**src/rtl/aud_pkg.sv**
```systemverilog
// Shared offsets and field positions for the serial-audio register unit.
// Assumes byte addressing with word-aligned registers.
package aud_pkg;
    localparam int ADDR_W = 8;
    localparam int DATA_W = 32;

    localparam logic [ADDR_W-1:0] OFF_MAIN = 8'h00;
    localparam logic [ADDR_W-1:0] OFF_FRAM = 8'h04;
    localparam logic [ADDR_W-1:0] OFF_STAT = 8'h0C;
    localparam logic [ADDR_W-1:0] OFF_IEN  = 8'h14;
    localparam logic [ADDR_W-1:0] OFF_ACK  = 8'h18;
    localparam logic [ADDR_W-1:0] OFF_DIV  = 8'h60;
    localparam logic [ADDR_W-1:0] OFF_DATA = 8'h80;

    // main control bit positions
    localparam int MC_LINK  = 0;
    localparam int MC_BCLK  = 2;
    localparam int MC_SRST  = 3;
    localparam logic [15:0] MC_KEEP = 16'hFF3F;

    // status / enable / acknowledge bit positions
    localparam int ST_OFF  = 7;
    localparam int ST_OVR  = 6;
    localparam int ST_UDR  = 5;
    localparam int ST_RREQ = 4;
    localparam int ST_TREQ = 3;

    typedef struct packed {
        logic ovr;
        logic udr;
        logic rreq;
        logic treq;
    } evt_t;
endpackage

```
**src/rtl/aud_sfifo.sv**
```systemverilog
// Synchronous word queue with show-ahead head output.
// Assumes DEPTH is a power of two; push when full and pop when empty are
// ignored; head reads 0 while empty; clr empties the queue.
module aud_sfifo #(
    parameter int W     = 32,
    parameter int DEPTH = 16,
    localparam int AW   = $clog2(DEPTH),
    localparam int LW   = $clog2(DEPTH + 1)
) (
    input  logic          clk,
    input  logic          rst_n,
    input  logic          clr,
    input  logic          push,
    input  logic          pop,
    input  logic [W-1:0]  din,
    output logic [W-1:0]  head,
    output logic [LW-1:0] level,
    output logic          full,
    output logic          empty
);
    logic [W-1:0]  mem [DEPTH];
    logic [AW-1:0] wp, rp;
    logic          do_push, do_pop;

    assign full    = (level == LW'(DEPTH));
    assign empty   = (level == '0);
    assign do_push = push && !full;
    assign do_pop  = pop && !empty;
    assign head    = empty ? '0 : mem[rp];

    // store an accepted word
    always_ff @(posedge clk) begin
        if (do_push) mem[wp] <= din;
    end

    // pointers and fill level
    always_ff @(posedge clk) begin
        if (!rst_n || clr) begin
            wp    <= '0;
            rp    <= '0;
            level <= '0;
        end else begin
            if (do_push) wp <= wp + 1'b1;
            if (do_pop)  rp <= rp + 1'b1;
            case ({do_push, do_pop})
                2'b10:   level <= level + 1'b1;
                2'b01:   level <= level - 1'b1;
                default: level <= level;
            endcase
        end
    end
endmodule

```
**src/rtl/aud_evt_ctl.sv**
```systemverilog
// Service requests, sticky error flags and the combined interrupt.
// Assumes set wins over an acknowledge in the same cycle; clr (soft reset)
// wins over both.
module aud_evt_ctl #(
    parameter int LW = 5,
    parameter int TW = 4
) (
    input  logic          clk,
    input  logic          rst_n,
    input  logic          clr,
    input  logic          ovr_set,
    input  logic          udr_set,
    input  logic          ovr_ack,
    input  logic          udr_ack,
    input  logic [LW-1:0] tx_lvl,
    input  logic [LW-1:0] rx_lvl,
    input  logic [TW-1:0] tx_th,
    input  logic [TW-1:0] rx_th,
    input  aud_pkg::evt_t ien,
    output aud_pkg::evt_t evt,
    output logic          irq
);
    logic ovr_q, udr_q;

    // sticky overrun / underrun flags
    always_ff @(posedge clk) begin
        if (!rst_n || clr) begin
            ovr_q <= 1'b0;
            udr_q <= 1'b0;
        end else begin
            ovr_q <= ovr_set || (ovr_q && !ovr_ack);
            udr_q <= udr_set || (udr_q && !udr_ack);
        end
    end

    // level comparisons and event vector
    always_comb begin
        evt.ovr  = ovr_q;
        evt.udr  = udr_q;
        evt.treq = (tx_lvl <= LW'(tx_th));
        evt.rreq = (rx_lvl >= LW'(rx_th));
    end

    assign irq = |(evt & ien);
endmodule

```
**src/rtl/aud_fifo_regs.sv**
```systemverilog
// Register front end of a stereo serial-audio port: control, status,
// interrupt enable/acknowledge, divider and a shared data window that pushes
// the playback queue on write and pops the capture queue on read.
// Assumes single-cycle strobes and combinational read data.
module aud_fifo_regs #(
    parameter int DEPTH = 16,
    parameter int DIV_W = 7,
    localparam int LW   = $clog2(DEPTH + 1),
    localparam int AW8  = aud_pkg::ADDR_W,
    localparam int DW   = aud_pkg::DATA_W
) (
    input  logic             clk,
    input  logic             rst_n,
    input  logic             reg_wr,
    input  logic             reg_rd,
    input  logic [AW8-1:0]   reg_addr,
    input  logic [DW-1:0]    reg_wdata,
    output logic [DW-1:0]    reg_rdata,
    input  logic             tx_pop,
    output logic [DW-1:0]    tx_word,
    input  logic             rx_push,
    input  logic [DW-1:0]    rx_word,
    output logic             tx_dreq,
    output logic             rx_dreq,
    output logic             irq,
    output logic             link_en,
    output logic             bclk_dir,
    output logic [5:0]       fmt_bits,
    output logic [DIV_W-1:0] clk_div
);
    import aud_pkg::*;

    logic [15:0]      main_q;
    logic [5:0]       fram_q;
    evt_t             ien_q;
    logic [DIV_W-1:0] div_q;
    logic             soft_rst;
    logic [LW-1:0]    tx_lvl, rx_lvl;
    logic             tx_full, tx_empty, rx_full, rx_empty;
    logic [DW-1:0]    rx_head;
    evt_t             evt;
    logic             wr_main, wr_fram, wr_ien, wr_ack, wr_div, wr_data, rd_data;

    assign soft_rst = main_q[MC_SRST];
    assign wr_main  = reg_wr && (reg_addr == OFF_MAIN);
    assign wr_fram  = reg_wr && (reg_addr == OFF_FRAM);
    assign wr_ien   = reg_wr && (reg_addr == OFF_IEN);
    assign wr_ack   = reg_wr && (reg_addr == OFF_ACK);
    assign wr_div   = reg_wr && (reg_addr == OFF_DIV);
    assign wr_data  = reg_wr && (reg_addr == OFF_DATA);
    assign rd_data  = reg_rd && (reg_addr == OFF_DATA);

    // main control: only cleared by the pin reset, so software can release soft reset
    always_ff @(posedge clk) begin
        if (!rst_n)       main_q <= '0;
        else if (wr_main) main_q <= reg_wdata[15:0] & MC_KEEP;
    end

    // remaining writable registers, held at reset value during soft reset
    always_ff @(posedge clk) begin
        if (!rst_n || soft_rst) begin
            fram_q <= '0;
            ien_q  <= '0;
            div_q  <= '0;
        end else begin
            if (wr_fram) fram_q <= reg_wdata[5:0];
            if (wr_ien)  ien_q  <= reg_wdata[ST_OVR:ST_TREQ];
            if (wr_div)  div_q  <= reg_wdata[DIV_W-1:0];
        end
    end

    aud_sfifo #(.W(DW), .DEPTH(DEPTH)) u_txq (
        .clk(clk), .rst_n(rst_n), .clr(soft_rst),
        .push(wr_data && !soft_rst), .pop(tx_pop), .din(reg_wdata),
        .head(tx_word), .level(tx_lvl), .full(tx_full), .empty(tx_empty)
    );

    aud_sfifo #(.W(DW), .DEPTH(DEPTH)) u_rxq (
        .clk(clk), .rst_n(rst_n), .clr(soft_rst),
        .push(rx_push), .pop(rd_data && !soft_rst), .din(rx_word),
        .head(rx_head), .level(rx_lvl), .full(rx_full), .empty(rx_empty)
    );

    aud_evt_ctl #(.LW(LW), .TW(4)) u_evt (
        .clk(clk), .rst_n(rst_n), .clr(soft_rst),
        .ovr_set(rx_push && rx_full), .udr_set(tx_pop && tx_empty),
        .ovr_ack(wr_ack && reg_wdata[ST_OVR]), .udr_ack(wr_ack && reg_wdata[ST_UDR]),
        .tx_lvl(tx_lvl), .rx_lvl(rx_lvl),
        .tx_th(main_q[11:8]), .rx_th(main_q[15:12]),
        .ien(ien_q), .evt(evt), .irq(irq)
    );

    assign tx_dreq  = evt.treq;
    assign rx_dreq  = evt.rreq;
    assign link_en  = main_q[MC_LINK];
    assign bclk_dir = main_q[MC_BCLK];
    assign fmt_bits = fram_q;
    assign clk_div  = div_q;

    // read-data multiplexer
    always_comb begin
        reg_rdata = '0;
        case (reg_addr)
            OFF_MAIN: reg_rdata = DW'(main_q);
            OFF_FRAM: reg_rdata = DW'(fram_q);
            OFF_STAT: reg_rdata = DW'({!link_en, evt.ovr, evt.udr, evt.rreq, evt.treq,
                                       link_en && !tx_empty, !rx_empty, !tx_full});
            OFF_IEN:  reg_rdata = DW'({ien_q, 3'b000});
            OFF_DIV:  reg_rdata = DW'(div_q);
            OFF_DATA: reg_rdata = rx_head;
            default:  reg_rdata = '0;
        endcase
    end
endmodule

```
**config.mk**
```make
export PLATFORM = sky130hd
export DESIGN_NAME = aud_fifo_regs
export DESIGN_NICKNAME = d
export VERILOG_FILES = /design/src/rtl/aud_pkg.sv /design/src/rtl/aud_sfifo.sv /design/src/rtl/aud_evt_ctl.sv /design/src/rtl/aud_fifo_regs.sv
export SDC_FILE = /design/constraint.sdc
export NUM_CORES = 1
export LEC_CHECK = 0
export BUFFER_PORTS_ARGS = -buffer_cell sky130_fd_sc_hd__buf_2
export CAP_MARGIN = 10
export CELL_PAD_IN_SITES_DETAIL_PLACEMENT = 0
export CELL_PAD_IN_SITES_GLOBAL_PLACEMENT = 1
export CORE_ASPECT_RATIO = 1.1
export CORE_MARGIN = 2
export CORE_UTILIZATION = 49
export CTS_CLUSTER_SIZE = 20
export DETAILED_ROUTE_END_ITERATION = 8
export GPL_ROUTABILITY_DRIVEN = 0
export GPL_TIMING_DRIVEN = 1
export PLACE_DENSITY = 0.84
export SLEW_MARGIN = 10
export SYNTH_ARGS = -nofsm -noshare
export SYNTH_HDL_FRONTEND = slang
export SYNTH_SLANG_ARGS = --single-unit
```
**constraint.sdc**
```tcl
create_clock -name clk -period 4.7 [get_ports clk]
set_input_delay 0.705 -clock clk [delete_from_list [all_inputs] [get_ports clk]]
set_output_delay 0.705 -clock clk [all_outputs]
set_load 0.02 [all_outputs]
```
==> results of run 1 <==
[worst max-delay path, delay by kind of cell (launching register included)]
family | cells | cell delay [ns]
buffers and inverters | 2 | 0.63
muxes | 2 | 0.82
AOI/OAI and AO/OA | 2 | 0.57
DFF | 1 | 0.73
[layout by cell type (no fill, tap or decap), types with 7 or more instances in the layout]
master	synthesis	routed
buf_2	34	159
bufinv_16	0	9
xor2_1	16	16
o21ai_0	15	15
mux2i_1	45	45
buf_12	0	15
edfxtp_1	1024	1024
a22o_1	9	9
nor2_1	74	50
nand2_1	36	36
nand3_1	19	19
nor2b_1	58	58
a21oi_1	41	41
a211oi_1	14	14
mux4_2	304	304
ha_1	25	25
clkbuf_16	0	104
buf_4	1	47
clkbuf_1	60	15
clkinv_2	0	19
nand2b_1	12	11
and2_1	19	19
clkinv_1	0	22
nor2_4	0	24
clkinvlp_4	0	7
inv_1	21	21
dfxtp_1	67	59
[metrics by stage]
step                instance area (sq um)  hold slack, ns  instances
global placement                    45300           0.443       3254
global route                        48600           0.315       3443
floorplan                           42600           0.435       1993
finish                              48600           0.325       3449
detailed placement                  45300           0.461       3254
CTS                                 48600           0.285       3443
[cells by family after synthesis]
kind of cell | count (synthesis)
simple gates | 261
flops | 1091
fa+ha+maj | 25
compound gates | 110
mux | 355
buf+inv | 131
xor+xnor | 20
[final cells by class]
cell class / count / area, sq um
Sequential cell: 1091 / 32100
Timing Repair Buffer: 221 / 1450
Fill cell: 6224 / 37600
Clock inverter: 69 / 656
Clock buffer: 120 / 2670
Antenna cell: 6 / 15.0
Tap cell: 1150 / 1440
Multi-Input combinational cell: 771 / 10200
Inverter: 21 / 78.8
[power by group through the flow]
| stage | sequential, mW | combinational, mW | clock, mW |
|---|---|---|---|
| 2_1_floorplan | 10.9 | 0.133 | 0 |
| 3_3_place_gp | 10.9 | 0.343 | 0 |
| 3_5_place_dp | 10.9 | 0.363 | 0 |
| 4_1_cts | 10.7 | 0.364 | 8.31 |
| 5_1_grt | 10.7 | 0.396 | 8.66 |
| 6_report | 10.7 | 0.365 | 8.17 |
[flip-flops by register name, indices dropped and copies added (netlist names), 5 cells and up, named ones only]
register / cells
main_q: 14
u_rxq.mem: 512
u_txq.mem: 512
clk_div: 7
fmt_bits: 6
u_txq.level: 5
u_rxq.level: 5
[layer usage]
metal	GRT usage (%)	share of wire [%]
met1	29.0	37
met2	37.5	51
met3	5.78	9.9
met4	7.39	2.8
met5	0	0.088
[final timing paths]
kind                  startpoint              to  cells past startpoint
setup / recovery            flop    reg_rdata[2]                      6
hold / removal            tx_pop     u_evt.udr_q                      3
hold reg to reg        main_q[5]       main_q[5]                      2
setup reg to reg  u_rxq.level[1]  u_rxq.level[3]                      9
==> summary.md, run 1 <==
| Metric | Value |
|---|---|
| Synth Area in Adders | 0.735% |
| Post-Syn Nets | 2,096 |
| Seq cells post-synth | 1,091 |
| Area Growth Syn to Fin | 14.2% |
| Root Driver | clkbuf_16 |
| Core outline area | 86,200 sq um |
| Fin. max-slew vios | 0 |
| GRT Total Usage | 22.5% |
| Cell type with the largest total area after synthesis | edfxtp_1 |
| Die ar. | 89,200 sq um |
| Count of clock tree sinks | 1,091 |
| Setup slack after layout | 0.554 ns |
| H-tree levels | 3 |
| ANT nets after route | 0 |
| Dpl hpwl | 56,600 um |
| Final Skew | 0.0375 ns |
| LEAKAGE | 15.2 nW |
| Crit share post-route | 88.2% |
| DRT Pass-1 Iters | 5 |
| Critical path class | reg2out |
| CTS tree | done |
| Ports | 160 |
| Setup TNS | 0 ns |
| Peak VDD IR | 497 uV |
| Largest family of logic cells by synthesized area | multiplexers |
| Mapped Cells | 1,993 |
| R2r setup slk | 1.11 ns |
| Max cap viols | 0 |
| Sequential fraction of the synthesis area | 75.4% |
| Nets@finish | 2,313 |
| Slowest-stage cell, CP | dfxtp_4 |
| CP cell instances | buf_4 -> mux4_2 -> mux2_2 -> o21ai_0 -> o21ai_0 -> buf_2 |
| Unrepaired setup endpoints after global routing | false |
| Worst slew pin tran | 1.13 ns |
| Post-synth EDFFs | 1,024 |
| Chip height | 313 um |
| Largest net degree at the start of global routing | 68 |
| Post-Synth XOR/XNOR Area | 0.412% |
| Avg Cell Area, Syn | 21.4 sq um |
| Chip width | 285 um |
| Count leader, synth | edfxtp_1 |
| First-pass GRT wire length | 146,000 um |
| Syn Std Cell Area | 42,600 sq um |
| Comb pwr share | 1.9% |
| Sequential power share | 55.6% |
| Worst-case clock buffer depth | 3 |
| Worst path max stage delay | 0.73 ns |
| HP Class | in2reg |
| Fmax | 241 MHz |
| Minimum clock period after layout | 4.15 ns |
| Vias in the first global route | 21,800 |
| CP startpoint kind | flop |
| Postcts setup bufs | 0 |
| Clock latency on the worst-skew pair | 0.68 ns |
| Cell area power density | 396 nW/um^2 |
| Most used cell, CP | o21ai_0 |
| Total power draw | 19.2 mW |
| Reg clk slew, reported paths | 0.06 ns |
| Clock buffer count from CTS | 104 |
| Syn. warnings | 0 |
| Initial cell density of the core | 49.4% |
| List of most frequent post-synthesis cells | 1,024 x edfxtp_1, 304 x mux4_2, 74 x nor2_1 |
| Final hold violations | 0 |
| Netlist cell types | 55 |
| Outcome | finished, final reports clean |
| Sw frac | 20.1% |
| Sw power | 3.86 mW |
| Largest cells by area after synthesis | edfxtp_1 72%, mux4_2 16%, dfxtp_1 3.2% |
| Total internal power | 15.4 mW |
| Complex-gate fraction of the synthesized area | 1.72% |
| Setup crit end kind | output port |
| Setup violations, final | 0 |
| Hold-fix buffers, CTS | 0 |
| Overflow after GRT | 0 |
| Top-area cell type share of the netlist area | 72.2% |
| Worst Path Required | 3.99 ns |
| Buffers on Ports | 159 |
| Vias | 20,900 |
| Post-CTS resize count | 0 |
| Synth Area in Simple Gates | 3.16% |
| Initial antenna violation count | 12 |
| Vias per cell | 6.06 |
| WL/cell | 28.7 um |
| Max FO, Critical Path | 29 |
| Rel. slew slack | 24.9% |
| Pre-CTS setup slack | 0.533 ns |
| Crit path DAT | 3.44 ns |
| Asr flop ratio synth | 0% |
| Routed WL | 99,100 um |
| Rows | 113 |
| Layout cells sized above 1 | 31.9% |
| DR DRC count | 0 |
| Post-synth top flop | edfxtp_1 |
| Layout Utilization | 56.3% |
| First DRT Iteration DRCs | 2,641 |
| Clock share of power | 42.5% |
| Multiplexer area fraction after synthesis | 17.3% |
Power figures use the tool's default switching activity.
==> run 2: changes to the inputs <==
CORE_MARGIN = 3   (was 2)
==> run 2 against run 1 <==
Flip-flop and latch count unchanged; worst setup slack gained 0.037 ns; register-to-register slack gained 0.16 ns; final cell count down 0.12%; via count is 0.13% higher; final area grew 0.10%; total power increased by 0.46%; worst hold slack worse by 0.018 ns; global-route usage is 0.58 points lower; die area up 1.3%; clock-buffer cell count is 13 higher; clock skew up 0.026 ns; largest cell class unchanged; highest routed layer unchanged.
==> summary.md, run 2 (same netlist as run 1, synthesis figures left out) <==
| Metric | Value |
|---|---|
| Core outline area | 85,500 sq um |
| R2r setup slk | 1.27 ns |
| Setup violations, final | 0 |
| Clock buffer count from CTS | 104 |
| Overflow after GRT | 0 |
| Commonest non-fill, non-tap cell in the layout | edfxtp_1 |
| DR DRC count | 0 |
| Worst slew pin tran | 1.11 ns |
| GRT Total Usage | 21.9% |
| Layout Utilization | 56.9% |
| Vias per cell | 6.07 |
| Die ar. | 90,400 sq um |
| Reg clk slew, reported paths | 0.06 ns |
| Fin. max-slew vios | 0 |
| Chip height | 315 um |
| Initial cell density of the core | 49.8% |
| Nets@finish | 2,314 |
| Root Driver | clkbuf_16 |
| Biggest regs | u_rxq.mem: 512 flops, u_txq.mem: 512 flops, main_q: 14 flops |
| Vias in the first global route | 21,600 |
| Setup crit end kind | output port |
| CP startpoint kind | flop |
| Unrepaired setup endpoints after global routing | false |
| Final Hold Slack | 0.308 ns |
| DRT Pass-1 Iters | 5 |
| Crit share post-route | 87.4% |
| Area post-placement | 45,200 sq um |
| Rows | 112 |
| Minimum clock period after layout | 4.11 ns |
| Most frequent cells in the layout | 1,024 x edfxtp_1, 304 x mux4_2, 159 x buf_2 |
| CTS tree | done |
| Setup TNS | 0 ns |
| Largest net degree at the start of global routing | 61 |
| Chip width | 287 um |
| Final non-filler cell total | 3,445 |
| Hold-fix buffers, CTS | 0 |
| Peak VDD IR | 426 uV |
| Postcts setup bufs | 0 |
| Layout cells sized above 1 | 32.0% |
| Routed WL | 97,700 um |
| H-tree levels | 3 |
| FILL cells | 6,154 |
| Outcome | finished, final reports clean |
| Max cap viols | 0 |
| Count of clock tree sinks | 1,091 |
| First DRT Iteration DRCs | 2,276 |
| First-pass GRT wire length | 145,000 um |
| Crit path DAT | 3.40 ns |
| Critical path class | reg2out |
| LEAKAGE | 15.3 nW |
| WL/cell | 28.3 um |
| Cell area power density | 397 nW/um^2 |
| Worst Path Required | 3.99 ns |
| Initial antenna violation count | 10 |
| Dpl hpwl | 57,500 um |
| Design area | 48,600 sq um |
| Fmax | 243 MHz |
| Area Growth Syn to Fin | 14.3% |
| Placed Cells | 3,245 |
| Worst-case clock buffer depth | 3 |
| HP Class | in2reg |
| Max FO, Critical Path | 32 |
| Vias | 20,900 |
| Ports | 160 |
| Rel. slew slack | 26.0% |
| Post-CTS resize count | 0 |
| Final hold violations | 0 |
| Buffers on Ports | 159 |
| Final Skew | 0.0638 ns |
| ANT nets after route | 0 |
| Clock latency on the worst-skew pair | 0.70 ns |
==> run 2: cell count changes in the layout (fill, tap and decap cells not counted), moves of 4 or more <==
cell | before | now
clkbuf_8 | 1 | 7
clkbuf_1 | 15 | 22
clkinv_1 | 22 | 17
buf_4 | 47 | 52
buf_12 | 15 | 11
==> run 2: final timing paths <==
check / from / endpoint / cells past startpoint
worst min register to register: main_q[5] / main_q[5] / 2
worst min-delay path: tx_pop / u_evt.udr_q / 3
worst max-delay path: flop / reg_rdata[1] / 7
worst max register to register: u_rxq.level[1] / u_rxq.level[3] / 9
==> run 2: stage by stage <==
| step | total power, mW | worst slack (ns) |
|---|---|---|
| after floorplan | 11.0 | 0.127 |
| after global placement | 11.2 | 0.631 |
| after detailed placement | 11.3 | 0.657 |
| after CTS | 19.5 | 0.473 |
| after global routing | 19.9 | 0.335 |
| final | 19.3 | 0.591 |
==> run 2: area by class of cell <==
type	instances	area, sq um	share of cell area (%)
clock inverters	62	653	1.34
diodes	5	12.5	0.0257
flip-flops and latches	1091	32100	66.0
clock buffers	133	2780	5.72
repair buffers	222	1410	2.89
inverters	21	78.8	0.162
well taps	1140	1430	2.93
multi-input cells	771	10200	20.9
==> run 2: routing by layer <==
layer	vias up	part of all wire (%)	GRT usage, %
met4	8	2.0	5.88
met2	1017	50	36.0
li1	8694	-	-
met3	151	9.7	5.58
met5	-	0.052	0
met1	11100	38	29.3
==> run 2: worst max-delay path, cell delays in order, from the launching register on <==
cell       delay [ns]
dfxtp_4          0.80
buf_12           0.33
mux4_2           0.54
mux2i_1          0.23
nand2_1          0.09
o211ai_1         0.15
o2111ai_1        0.28
buf_2            0.25
==> run 2: where the power goes <==
part | internal [mW] | total [mW] | switching, mW | leakage (nW)
registers | 10.7 | 10.7 | 0.0198 | 9.77
clock network | 4.63 | 8.26 | 3.63 | 1.65
logic | 0.100 | 0.364 | 0.264 | 3.84
total | 15.4 | 19.3 | 3.91 | 15.3
==> run 3: changes to the inputs <==
--- a/constraint.sdc
+++ b/constraint.sdc
@@ -3,2 +3,2 @@
 set_output_delay 0.705 -clock clk [all_outputs]
-set_load 0.02 [all_outputs]
+set_load 0.05 [all_outputs]
==> run 3 against run 2 <==
Combinational power grew 2%; register-to-register slack worse by 0.08 ns; clock-buffer cell count grew 8; clock skew shrank 0.016 ns; routed wire length is 0.42% lower; critical path depth decreased by 1; core utilization shrank 0.18 points; total power decreased by 1.4%; sequential share of layout area grew 0.21 points; die area did not move; fmax shrank 3.7%; global-route usage hardly changed; critical endpoint unchanged.
==> summary.md, run 3 (same netlist as run 1, synthesis figures left out) <==
| Metric | Value |
|---|---|
| Rel. slew slack | 32.3% |
| Die ar. | 90,400 sq um |
| Dpl hpwl | 56,500 um |
| Hold Path Sink | u_evt.udr_q |
| Critical path class | reg2out |
| Vias | 20,800 |
| LEAKAGE | 15.2 nW |
| Commonest non-fill, non-tap cell in the layout | edfxtp_1 |
| Setup slack after layout | 0.432 ns |
| Final hold violations | 0 |
| Rows | 112 |
| Hold-fix buffers, CTS | 0 |
| Worst r2r dst | u_rxq.level[3] |
| Setup crit end kind | output port |
| CTS tree | done |
| Minimum clock period after layout | 4.27 ns |
| Root Driver | clkbuf_16 |
| Reg clk slew, reported paths | 0.06 ns |
| Routed WL | 97,200 um |
| Nets@finish | 2,308 |
| HP Class | in2reg |
| WL/cell | 28.3 um |
| First-pass GRT wire length | 145,000 um |
| Total power draw | 19.0 mW |
| Biggest regs | u_rxq.mem: 512 flops, u_txq.mem: 512 flops, main_q: 14 flops |
| Final non-filler cell total | 3,434 |
| ANT nets after route | 0 |
| Vias in the first global route | 21,900 |
| CP startpoint kind | flop |
| Clock latency on the worst-skew pair | 0.68 ns |
| Setup violations, final | 0 |
| H-tree levels | 3 |
| Hold Path Depth | 3 |
| Crit path DAT | 3.56 ns |
| Vias per cell | 6.06 |
| Unrepaired setup endpoints after global routing | false |
| Clock buffer count from CTS | 103 |
| Fin. max-slew vios | 0 |
| Post-CTS resize count | 0 |
| Most frequent cells in the layout | 1,024 x edfxtp_1, 304 x mux4_2, 159 x buf_2 |
| Max cap viols | 0 |
| Peak VDD IR | 355 uV |
| Worst Path Required | 3.99 ns |
| Layout Utilization | 56.7% |
| R2r startpoint | u_rxq.level[1] |
| Fmax | 234 MHz |
| Postcts setup bufs | 0 |
| Layout cells sized above 1 | 31.2% |
| Cell area power density | 393 nW/um^2 |
| Ports | 160 |
| Worst Hold Launch | tx_pop |
| Initial cell density of the core | 49.8% |
| Chip width | 287 um |
| Area Growth Syn to Fin | 13.9% |
| Worst r2r path cells | 9 |
| Core outline area | 85,500 sq um |
| Chip height | 315 um |
| Buffers on Ports | 159 |
| Area post-placement | 45,200 sq um |
| Largest net degree at the start of global routing | 80 |
| GRT Total Usage | 21.9% |
| DRT Pass-1 Iters | 5 |
| Max FO, Critical Path | 30 |
| Pre-CTS setup slack | 0.590 ns |
| Initial antenna violation count | 11 |
| Setup TNS | 0 ns |
| R2r setup slk | 1.19 ns |
| DR DRC count | 0 |
| Design area | 48,500 sq um |
| Outcome | finished, final reports clean |
| Worst slew pin tran | 1.02 ns |
| First DRT Iteration DRCs | 2,208 |
| Final Hold Slack | 0.301 ns |
| Crit share post-route | 90.8% |
| Overflow after GRT | 0 |
| Count of clock tree sinks | 1,091 |
| Placed Cells | 3,240 |
| Worst-case clock buffer depth | 3 |
| Final Skew | 0.0478 ns |
==> run 3: cell count changes in the layout (fill, tap and decap cells not counted), moves of 2 or more <==
cell and change:
buf_4 -9, bufinv_16 -2, inv_16 -2, clkbuf_8 -2, clkinv_1 +3, clkbuf_1 +9, clkinv_4 -3, buf_12 +4
clkinvlp_4 -7
==> run 3: how the worst max path moves through the flow <==
stage | from | endpoint | cells after the start
after floorplan | reg_addr[4] | u_txq.mem[3][0] | 6
after CTS | flop | reg_rdata[1] | 6
after global placement | reg_addr[1] | u_txq.level[4] | 13
after detailed placement | reg_addr[1] | u_txq.level[4] | 13
final | flop | reg_rdata[1] | 6
after global routing | flop | reg_rdata[1] | 6
==> run 3: metal layers <==
metal	global-route usage, %	wire length [um]	share of wire [%]
met4	6.59	2220	2.3
met1	28.3	36100	37
met3	5.27	8820	9.1
met2	37.0	50000	51
met5	0	39	0.040
==> run 3: cell type report <==
class / count / area, sq um
repair buffers: 217 / 1420
clock inverters: 49 / 454
clock buffers: 141 / 2810
diodes: 4 / 10.0
well taps: 1140 / 1430
flip-flops and latches: 1091 / 32100
inverters: 21 / 78.8
multi-input cells: 771 / 10200
fillers: 6144 / 37000
==> run 3: critical path: stages, from the launching register on <==
cell       delay, ns
dfxtp_4         0.79
buf_4           0.39
mux4_2          0.54
mux2_2          0.30
o211ai_1        0.20
o2111ai_1       0.30
buf_2           0.32
==> run 3: report_power, final <==
part / internal (mW) / switching [mW] / total, mW / leakage (nW)
logic: 0.102 / 0.271 / 0.373 / 3.83
clock network: 4.48 / 3.49 / 7.97 / 1.59
registers: 10.7 / 0.0201 / 10.7 / 9.77
